`config.mk`:
```
export PLATFORM = sky130hd
export DESIGN_NAME = pad_clamp_seq
export DESIGN_NICKNAME = d
export VERILOG_FILES = /design/src/rtl/pad_clamp_pkg.sv /design/src/rtl/pcs_user_count.sv /design/src/rtl/pcs_settle_timer.sv /design/src/rtl/pcs_step_fsm.sv /design/src/rtl/pad_clamp_seq.sv
export SDC_FILE = /design/constraint.sdc
export NUM_CORES = 1
export LEC_CHECK = 0
export BUFFER_PORTS_ARGS = -buffer_cell sky130_fd_sc_hd__buf_2
export CAP_MARGIN = 20
export CORE_ASPECT_RATIO = 1.4
export CORE_UTILIZATION = 53
export DETAILED_ROUTE_END_ITERATION = 8
export PLACE_DENSITY = 0.85
export RECOVER_POWER = 100
export SYNTH_ARGS = -nofsm -noshare
export SYNTH_HDL_FRONTEND = slang
export SYNTH_SLANG_ARGS = --single-unit
```
`constraint.sdc`:
```
create_clock -name clk -period 4.05 [get_ports clk]
set_clock_uncertainty 0.2 [all_clocks]
set_input_delay 0.6075 -clock clk [delete_from_list [all_inputs] [get_ports clk]]
set_output_delay 0.6075 -clock clk [all_outputs]
set_load 0.05 [all_outputs]
```
`src/rtl/pad_clamp_pkg.sv`:
```
// Shared definitions for the pad isolation sequencer.
// Assumes exactly three isolation controls, held as one vector.
package pad_clamp_pkg;

    // Number of ordered steps in each sequence (one per control)
    localparam int NUM_STEPS = 3;

    // Bit positions inside the internal control vector
    localparam int IDX_MAIN  = 0;
    localparam int IDX_EARLY = 1;
    localparam int IDX_VCORE = 2;

    // Sequencer mode
    typedef enum logic [1:0] {
        SEQ_IDLE    = 2'd0,
        SEQ_RELEASE = 2'd1,
        SEQ_ASSERT  = 2'd2
    } seq_mode_e;

endpackage

```
`src/rtl/pcs_user_count.sv`:
```
// Saturating count of active users.
// Assumes that inc and dec are never high in the same cycle (the top
// resolves priority).
module pcs_user_count #(
    parameter int MAX_USERS = 15,
    parameter int CNT_W     = $clog2(MAX_USERS + 1)
) (
    input  logic             clk,
    input  logic             rst_n,
    input  logic             inc,
    input  logic             dec,
    output logic [CNT_W-1:0] count,
    output logic             at_zero,
    output logic             at_one,
    output logic             at_max
);
    localparam logic [CNT_W-1:0] MAX_VAL = CNT_W'(MAX_USERS);
    localparam logic [CNT_W-1:0] ONE_VAL = CNT_W'(1);

    // Register: add or subtract one user per accepted request
    always_ff @(posedge clk) begin
        if (!rst_n)
            count <= '0;
        else if (inc && count != MAX_VAL)
            count <= count + ONE_VAL;
        else if (dec && count != '0)
            count <= count - ONE_VAL;
    end

    // Decode: flags for the transitions the top cares about
    always_comb begin
        at_zero = (count == '0);
        at_one  = (count == ONE_VAL);
        at_max  = (count == MAX_VAL);
    end
endmodule

```
`src/rtl/pcs_settle_timer.sv`:
```
// Down-counter that spaces the steps of a sequence.
// After a load with value S it reports expiry S cycles later.
module pcs_settle_timer #(
    parameter int SETTLE_W = 8
) (
    input  logic                clk,
    input  logic                rst_n,
    input  logic                load,
    input  logic [SETTLE_W-1:0] settle_in,
    output logic                expired
);
    logic [SETTLE_W-1:0] remain;

    // Register: reload on a step, otherwise count down to zero
    always_ff @(posedge clk) begin
        if (!rst_n)
            remain <= '0;
        else if (load)
            remain <= settle_in;
        else if (remain != '0)
            remain <= remain - SETTLE_W'(1);
    end

    // Decode: expiry when the remaining count is zero
    assign expired = (remain == '0);
endmodule

```
`src/rtl/pcs_step_fsm.sv`:
```
// Ordered release/assert stepper for the isolation control vector.
// Release clears bit 0, then 1, then 2. Assert sets bit 2, then 1, then 0.
// Assumes that a start request arrives only while idle.
module pcs_step_fsm
    import pad_clamp_pkg::*;
(
    input  logic                 clk,
    input  logic                 rst_n,
    input  logic                 start_release,
    input  logic                 start_assert,
    input  logic                 tmr_expired,
    output logic                 busy,
    output logic                 tmr_load,
    output logic [NUM_STEPS-1:0] ctrl
);
    localparam int SW = (NUM_STEPS > 1) ? $clog2(NUM_STEPS) : 1;
    localparam logic [SW-1:0] LAST = SW'(NUM_STEPS - 1);

    seq_mode_e       mode;
    logic [SW-1:0]   step;
    logic [SW-1:0]   nxt_step;
    logic [SW-1:0]   rel_idx;
    logic [SW-1:0]   asr_idx;
    logic            advance;

    // Decode: next step and the bit it touches in each direction
    always_comb begin
        nxt_step = step + SW'(1);
        rel_idx  = nxt_step;
        asr_idx  = LAST - nxt_step;
        advance  = (mode != SEQ_IDLE) && tmr_expired && (step != LAST);
        busy     = (mode != SEQ_IDLE);
        tmr_load = ((mode == SEQ_IDLE) && (start_release || start_assert)) || advance;
    end

    // Register: mode, step index and control bits
    always_ff @(posedge clk) begin
        if (!rst_n) begin
            mode <= SEQ_IDLE;
            step <= '0;
            ctrl <= '1;
        end else begin
            case (mode)
                SEQ_IDLE: begin
                    if (start_release) begin
                        mode     <= SEQ_RELEASE;
                        step     <= '0;
                        ctrl[0]  <= 1'b0;
                    end else if (start_assert) begin
                        mode     <= SEQ_ASSERT;
                        step     <= '0;
                        ctrl[LAST] <= 1'b1;
                    end
                end
                default: begin
                    if (tmr_expired) begin
                        if (step == LAST) begin
                            mode <= SEQ_IDLE;
                        end else begin
                            step <= nxt_step;
                            if (mode == SEQ_RELEASE)
                                ctrl[rel_idx] <= 1'b0;
                            else
                                ctrl[asr_idx] <= 1'b1;
                        end
                    end
                end
            endcase
        end
    end
endmodule

```
`src/rtl/pad_clamp_seq.sv`:
```
// Top: reference-counted pad isolation sequencer.
// Accepts one request per cycle while idle and force_off is low.
// Enable has priority over disable. force_off drains one user per cycle.
module pad_clamp_seq
    import pad_clamp_pkg::*;
#(
    parameter int MAX_USERS = 15,
    parameter int SETTLE_W  = 8,
    parameter int CNT_W     = $clog2(MAX_USERS + 1)
) (
    input  logic                clk,
    input  logic                rst_n,
    input  logic                en_req,
    input  logic                dis_req,
    input  logic                force_off,
    input  logic [SETTLE_W-1:0] settle_cycles,
    output logic                req_ready,
    output logic                busy,
    output logic                clamp_vcore,
    output logic                clamp_early,
    output logic                clamp_main,
    output logic [31:0]         status_word,
    output logic [CNT_W-1:0]    user_count,
    output logic                err_unbalanced,
    output logic                err_overflow
);
    logic at_zero, at_one, at_max;
    logic acc_en, acc_dis, acc_force;
    logic inc, dec, start_rel, start_asr;
    logic tmr_load, tmr_expired;
    logic [NUM_STEPS-1:0] ctrl;

    // Decode: request acceptance and sequence triggers
    always_comb begin
        req_ready = !busy && !force_off;
        acc_force = !busy && force_off && !at_zero;
        acc_en    = req_ready && en_req;
        acc_dis   = req_ready && !en_req && dis_req;
        inc       = acc_en && !at_max;
        dec       = acc_force || (acc_dis && !at_zero);
        start_rel = inc && at_zero;
        start_asr = dec && at_one;
    end

    // Register: one-cycle error pulses for misuse
    always_ff @(posedge clk) begin
        if (!rst_n) begin
            err_unbalanced <= 1'b0;
            err_overflow   <= 1'b0;
        end else begin
            err_unbalanced <= acc_dis && at_zero;
            err_overflow   <= acc_en && at_max;
        end
    end

    pcs_user_count #(.MAX_USERS(MAX_USERS), .CNT_W(CNT_W)) u_count (
        .clk(clk), .rst_n(rst_n), .inc(inc), .dec(dec),
        .count(user_count), .at_zero(at_zero), .at_one(at_one), .at_max(at_max)
    );

    pcs_settle_timer #(.SETTLE_W(SETTLE_W)) u_timer (
        .clk(clk), .rst_n(rst_n), .load(tmr_load),
        .settle_in(settle_cycles), .expired(tmr_expired)
    );

    pcs_step_fsm u_fsm (
        .clk(clk), .rst_n(rst_n), .start_release(start_rel),
        .start_assert(start_asr), .tmr_expired(tmr_expired),
        .busy(busy), .tmr_load(tmr_load), .ctrl(ctrl)
    );

    // Decode: named outputs and the packed status word
    always_comb begin
        clamp_vcore = ctrl[IDX_VCORE];
        clamp_early = ctrl[IDX_EARLY];
        clamp_main  = ctrl[IDX_MAIN];
        status_word = {clamp_vcore, clamp_early, clamp_main, 29'd0};
    end
endmodule

```
==> impl_metrics.json, run 1 <==
{
  "status": "completed",
  "finalHoldViolCount": 0,
  "cts_buffers": 3,
  "rsz0062_at_grt": "no",
  "synth-seq-cells": 21,
  "die-area_um2": 3090,
  "power.total_mw": 1.15,
  "cp-startpoint": "u_fsm.mode[1]",
  "drive_gt1_share_pct": 10.6,
  "regArea_um2": 420,
  "drc": 0,
  "hold_buffers": 0,
  "wl_per_cell_um": 12.3,
  "htree_levels": 1,
  "dpl_worst_slack_ps": 1800,
  "cts_tree": "done",
  "p_clk_share_pct": 9.0,
  "tns_ps": 0,
  "grt.met3_usage_pct": 3.85,
  "initial_core_util_pct": 56.9,
  "relSlewSlack_pct": 48.4,
  "fp.dieH_um": 65.3,
  "fin_cells": 243,
  "fin_ws_ps": 1410,
  "io_buffers": 26,
  "cp.arrival_ps": 1830,
  "ys_warn_count": 0,
  "drtIter0Drc": 21,
  "row_count": 22,
  "postCtsSetupBuffers": 0,
  "crit_type": "flip-flop to output pin",
  "hold_slack_ps": 317,
  "cell_internal_pwr_mw": 0.535,
  "clock_latency_ps": 320,
  "antenna_found_initial": 0,
  "routed_wl_mm": 3.00,
  "drv_cap": 0,
  "cp_max_fo": 5,
  "met2_usage_pct": 36.3,
  "ir_worst_vdd_mv": 0.452,
  "hold_start": "u_fsm.step[1]",
  "synth_cells": 186,
  "vias_per_cell": 5.23,
  "multi_input_area_um2": 878,
  "grt_overflow": 0,
  "yosysSeqAreaShare_pct": 27.7,
  "nets": 231,
  "ios": 56,
  "dpl.cell_count": 239,
  "worst_pin_slew_ps": 769,
  "clk_pin_slew_ps": 120,
  "setup_viol": 0,
  "fillers": 271,
  "cp.required_ps": 3240,
  "fmax_mhz": 379,
  "post-dp-hpwl_mm": 2.37,
  "r2r_start": "u_count.count[0]",
  "firstDrtPassIters": 4,
  "ctsRootBufferMaster": "clkbuf_4",
  "place_congestion": 0.807,
  "syn2layout_area_growth_pct": 0.659,
  "avgSynthCellArea_um2": 8.17,
  "synth_cell_type_count": 42,
  "diodes": 0,
  "grt_use_total_pct": 21.3,
  "combPwrFrac_pct": 60.7,
  "synth_edf_count": 0,
  "grt_first_pass_wirelength_mm": 4.81,
  "cts.sinks": 21,
  "post-route-min-period_ps": 2640,
  "power.density_nw_per_um2": 753,
  "start_kind": "flip-flop",
  "min_path_type": "flip-flop to flip-flop",
  "mostFrequentLayoutCell": "conb_1",
  "ant_nets": 0,
  "ys.flop_type": "dfxtp_1",
  "synth-async-reset-ratio_pct": 0,
  "vias": 1271,
  "final_cell_mix": "conb_1, dfxtp_1, nand2_1, a21oi_1, clkbuf_1",
  "grt_pass1_vias": 1129,
  "grt_max_degree": 15,
  "use_met1_pct": 23.8,
  "leakagePower_nw": 0.687,
  "clockBufferDepth": 2,
  "core_um2": 2670,
  "netSwitchingPower_mw": 0.617,
  "finalCritPeriodShare_pct": 65.1,
  "end_kind": "output pin",
  "pwr-share-seq_pct": 30.3,
  "syn_area_um2": 1520,
  "cts_resized": 0,
  "die_x_um": 47.2,
  "top_usage_layer": "met2",
  "netSwitchingFraction_pct": 53.5,
  "drv_slew": 0
}
## critical path, stage by stage, from the launching register on
cell,delay [ps]
dfxtp_1,390
nor2_1,290
inv_1,160
nor2_1,180
clkbuf_1,490
## per-stage QoR
step	area [µm²]	util (%)
after floorplan	1620	-
after global placement	1540	57.5
after detailed placement	1540	57.5
after CTS	1560	58.6
after global routing	1530	57.3
final	1530	57.3
## cells by family (layout without fill, tap and decap cells)
kind of cell,Yosys count,in the layout,synth area share [%]
fa+ha+maj,10,10,8.24
flops,21,21,27.7
mux,3,3,1.98
xor+xnor,5,5,2.88
compound gates,42,42,18.5
buf+inv,49,42,20.3
simple gates,55,55,20.3
other cells,1,29,0.247
## path summary, 6_finish.rpt
check / to / slack, ps / cells after the start
min reg2reg: u_fsm.step[1] / 320 / 2
max: req_ready / 1410 / 4
max reg2reg: u_timer.remain[6] / 1530 / 7
min: u_fsm.step[1] / 320 / 2
## layout make-up
class                           count  area share [%]
Clock inverter                      1           0.327
Tap cell                           36            2.95
Inverter                           12            2.95
Clock buffer                        3            1.47
Sequential cell                    21            27.5
Timing Repair Buffer               26            7.36
Multi-Input combinational cell    144            57.4
## state kept, by name, indices dropped and copies added, names as in the netlist
name	flops
u_timer.remain	8
err_overflow	1
err_unbalanced	1
u_count.count	4
u_fsm.ctrl	3
u_fsm.mode	2
u_fsm.step	2
## power groups by stage
stage	Clock, mW	Sequential [mW]	Combinational [mW]
after floorplan	0	0.406	0.555
after global placement	0	0.353	0.704
after detailed placement	0	0.358	0.714
after CTS	0.104	0.352	0.718
after global routing	0.112	0.359	0.758
final	0.104	0.349	0.699
## layer usage
metal | up-vias | wire (µm)
met1 | 590 | 1190
met3 | 9 | 163
li1 | 626 | -
met5 | - | 0
met4 | 0 | 96
met2 | 46 | 1550
## Yosys cell counts, types with 2 or more instances
cell type,count,area [µm²]
a211o_1,2,17.5
a211oi_1,2,15.0
a21oi_1,15,75.1
a31oi_1,2,12.5
buf_2,2,10.0
buf_4,32,240
clkbuf_1,2,7.51
dfxtp_1,21,420
ha_1,10,125
inv_1,12,45.0
mux2i_1,3,30.0
nand2_1,14,52.6
nand2_2,2,12.5
nand3_1,12,60.1
nor2_1,9,33.8
nor2b_1,2,12.5
nor3_1,4,20.0
o211ai_1,5,37.5
o21ai_0,8,40.0
or3_1,2,12.5
xnor2_1,4,35.0
No activity file was read; power rests on OpenSTA's default activity.
==> inputs of run 2 (changes only) <==
- ABC_AREA: not set -> 1
- CORE_UTILIZATION: 53 -> 45
- PLACE_DENSITY: 0.85 -> 0.76
- clock period: 4.05 -> 2.33 ns (I/O delays scaled with it)
==> impl_metrics.json, run 2 <==
{
  "status": "completed",
  "cp.arrival_ps": 1970,
  "syn2layout_area_growth_pct": 2.32,
  "avgSynthCellArea_um2": 7.28,
  "yosys.cell_count.top_type": "nand2_1",
  "relSlewSlack_pct": 59.9,
  "cts_buffers": 3,
  "post-dp-hpwl_mm": 2.17,
  "drc": 0,
  "wl_per_cell_um": 9.92,
  "fp.dieH_um": 71.8,
  "vias_per_cell": 4.56,
  "top_register": "u_timer.remain",
  "syn_area_um2": 1570,
  "r2r_cells": 9,
  "synth_top_area_share_pct": 26.9,
  "fin_ws_ps": 314,
  "hold_slack_ps": 130,
  "ir_worst_vdd_mv": 0.777,
  "vias": 1269,
  "crit_family": "simple AND/OR/NAND/NOR gates",
  "post-route-min-period_ps": 2020,
  "setup_viol": 0,
  "drive_gt1_share_pct": 11.3,
  "cts_tree": "done",
  "grt.met3_usage_pct": 2.97,
  "die_x_um": 51.8,
  "ant_nets": 0,
  "yosysTopAreaCell": "dfxtp_1",
  "htree_levels": 1,
  "place_congestion": 0.830,
  "ctsRootBufferMaster": "clkbuf_8",
  "core_um2": 3350,
  "cp.buffers_inverters": 2,
  "synth-seq-cells": 21,
  "clock_latency_ps": 250,
  "tns_ps": 0,
  "end_kind": "flip-flop",
  "diodes": 0,
  "dpl_worst_slack_ps": 428,
  "io_buffers": 26,
  "routed_wl_mm": 2.76,
  "holdPathEnd": "u_timer.remain[3]",
  "start_kind": "flip-flop",
  "min_path_cells": 3,
  "clockBufferDepth": 2,
  "finalCritPeriodShare_pct": 86.5,
  "mostFrequentLayoutCell": "nand2_1",
  "power.density_nw_per_um2": 1440,
  "hold_buffers": 0,
  "nets": 262,
  "antenna_found_initial": 0,
  "grt_first_pass_wirelength_mm": 4.62,
  "final_cell_mix": "nand2_1, conb_1, inv_1",
  "top_usage_layer": "met2",
  "cp.required_ps": 2290,
  "synthTopCellsByCount": "nand2_1, buf_4, inv_1",
  "drv_cap": 0,
  "rsz0062_at_grt": "no",
  "grt_max_degree": 15,
  "cts_resized": 0,
  "r2r-end": "u_count.count[3]",
  "synth_cells": 215,
  "drv_slew": 0,
  "initial_core_util_pct": 46.8,
  "use_met1_pct": 19.0,
  "met2_usage_pct": 28.6,
  "worst_pin_slew_ps": 604,
  "row_count": 25,
  "drtIter0Drc": 29,
  "largestRegisters": "u_timer.remain: 8 flops, u_count.count: 4 flops, u_fsm.ctrl: 3 flops",
  "ys.flop_type": "dfxtp_1",
  "synth_edf_count": 0,
  "ys_warn_count": 0,
  "hold_start": "settle_cycles[3]",
  "crit_chain": "ha_1 -> nand3_1 -> clkinv_1 -> nor2_1 -> inv_1 -> o21ai_0 -> nand2_1 -> nand2_1 -> nor2_1",
  "cp_slowest_cell": "dfxtp_1",
  "grt_pass1_vias": 1116,
  "ios": 56,
  "leakagePower_nw": 0.804,
  "synth_cell_type_count": 32,
  "cp-startpoint": "u_count.count[0]",
  "cp_max_fo": 7,
  "min_path_type": "primary input to flip-flop",
  "grt_overflow": 0,
  "clk_pin_slew_ps": 70,
  "r2r_start": "u_count.count[0]",
  "cpPeakStageDelay_ps": 380,
  "crit_type": "flip-flop to flip-flop",
  "yosysSeqAreaShare_pct": 26.9,
  "final_core_util_pct": 47.9,
  "largest_reg_flops": 8,
  "postCtsSetupBuffers": 0,
  "firstDrtPassIters": 4,
  "synth-async-reset-ratio_pct": 0,
  "finalHoldViolCount": 0,
  "die-area_um2": 3720,
  "synth_area_leaders": "dfxtp_1, buf_4, ha_1",
  "fmax_mhz": 496,
  "cts.sinks": 21,
  "grt_use_total_pct": 16.1,
  "reg2reg_slack_ps": 310
}
-- run 2: cell types whose count changed in the layout (fill, tap and decap cells not counted), sizes merged, moves of 3 or more --
cell    delta
xnor2      -3
o211ai     -4
nand3     +10
xor2       +4
nor2      +11
a211oi     -3
mux2i      -3
o21ai      +3
nand2     +19
inv       +15
-- run 2: report_power, final --
| group | switching [mW] | total (mW) | internal (mW) |
|---|---|---|---|
| sequential | 0.129 | 0.603 | 0.475 |
| clock | 0.114 | 0.236 | 0.122 |
| combinational | 1.05 | 1.47 | 0.420 |
| total | 1.29 | 2.31 | 1.02 |
-- run 2: worst max-delay path by stage --
stage | end | cells past startpoint | slack (ps)
after global routing | u_count.count[3] | 9 | 130
after CTS | req_ready | 4 | 390
after floorplan | u_timer.remain[3] | 9 | 200
after global placement | u_timer.remain[3] | 10 | 490
after detailed placement | u_timer.remain[3] | 10 | 430
final | u_count.count[3] | 9 | 310
-- run 2: layout make-up --
| cell class | count | area, µm² |
|---|---|---|
| well taps | 40 | 50.0 |
| repair buffers | 26 | 114 |
| fillers | 352 | 1750 |
| clock buffers | 4 | 45.0 |
| inverters | 28 | 105 |
| multi-input cells | 159 | 867 |
| flip-flops and latches | 21 | 420 |
-- run 2: worst reg2reg max path: cells and delay by family (launching register included) --
family          cells  cell delay (ps)
compound gates      1              260
flops               1              380
simple gates        5              610
fa+ha+maj           1              240
buf+inv             2              250
-- run 2: cell families after synthesis --
| kind of cell | synth area share, % |
|---|---|
| other | 0.240 |
| AND/OR/NAND/NOR | 28.1 |
| flip-flops | 26.9 |
| XOR/XNOR | 3.36 |
| buffers and inverters | 23.3 |
| adder cells (fa/ha/maj) | 7.99 |
| AO/OA/AOI/OAI | 10.2 |
-- run 2: stage by stage --
stage,total power [mW],std cells,cell area [µm²]
5_1_grt,2.53,278,1600
2_1_floorplan,1.93,243,1670
4_1_cts,2.37,278,1640
3_3_place_gp,2.09,274,1590
3_5_place_dp,2.12,274,1590
6_report,2.31,278,1600
-- run 2: layer usage --
| layer | vias to the layer above | share of wire, % | wire length [µm] |
|---|---|---|---|
| met4 | 0 | 0.62 | 17 |
| met5 | - | 0 | 0 |
| met1 | 565 | 44 | 1220 |
| met2 | 35 | 51 | 1410 |
| met3 | 2 | 4.1 | 113 |
| li1 | 667 | - | - |
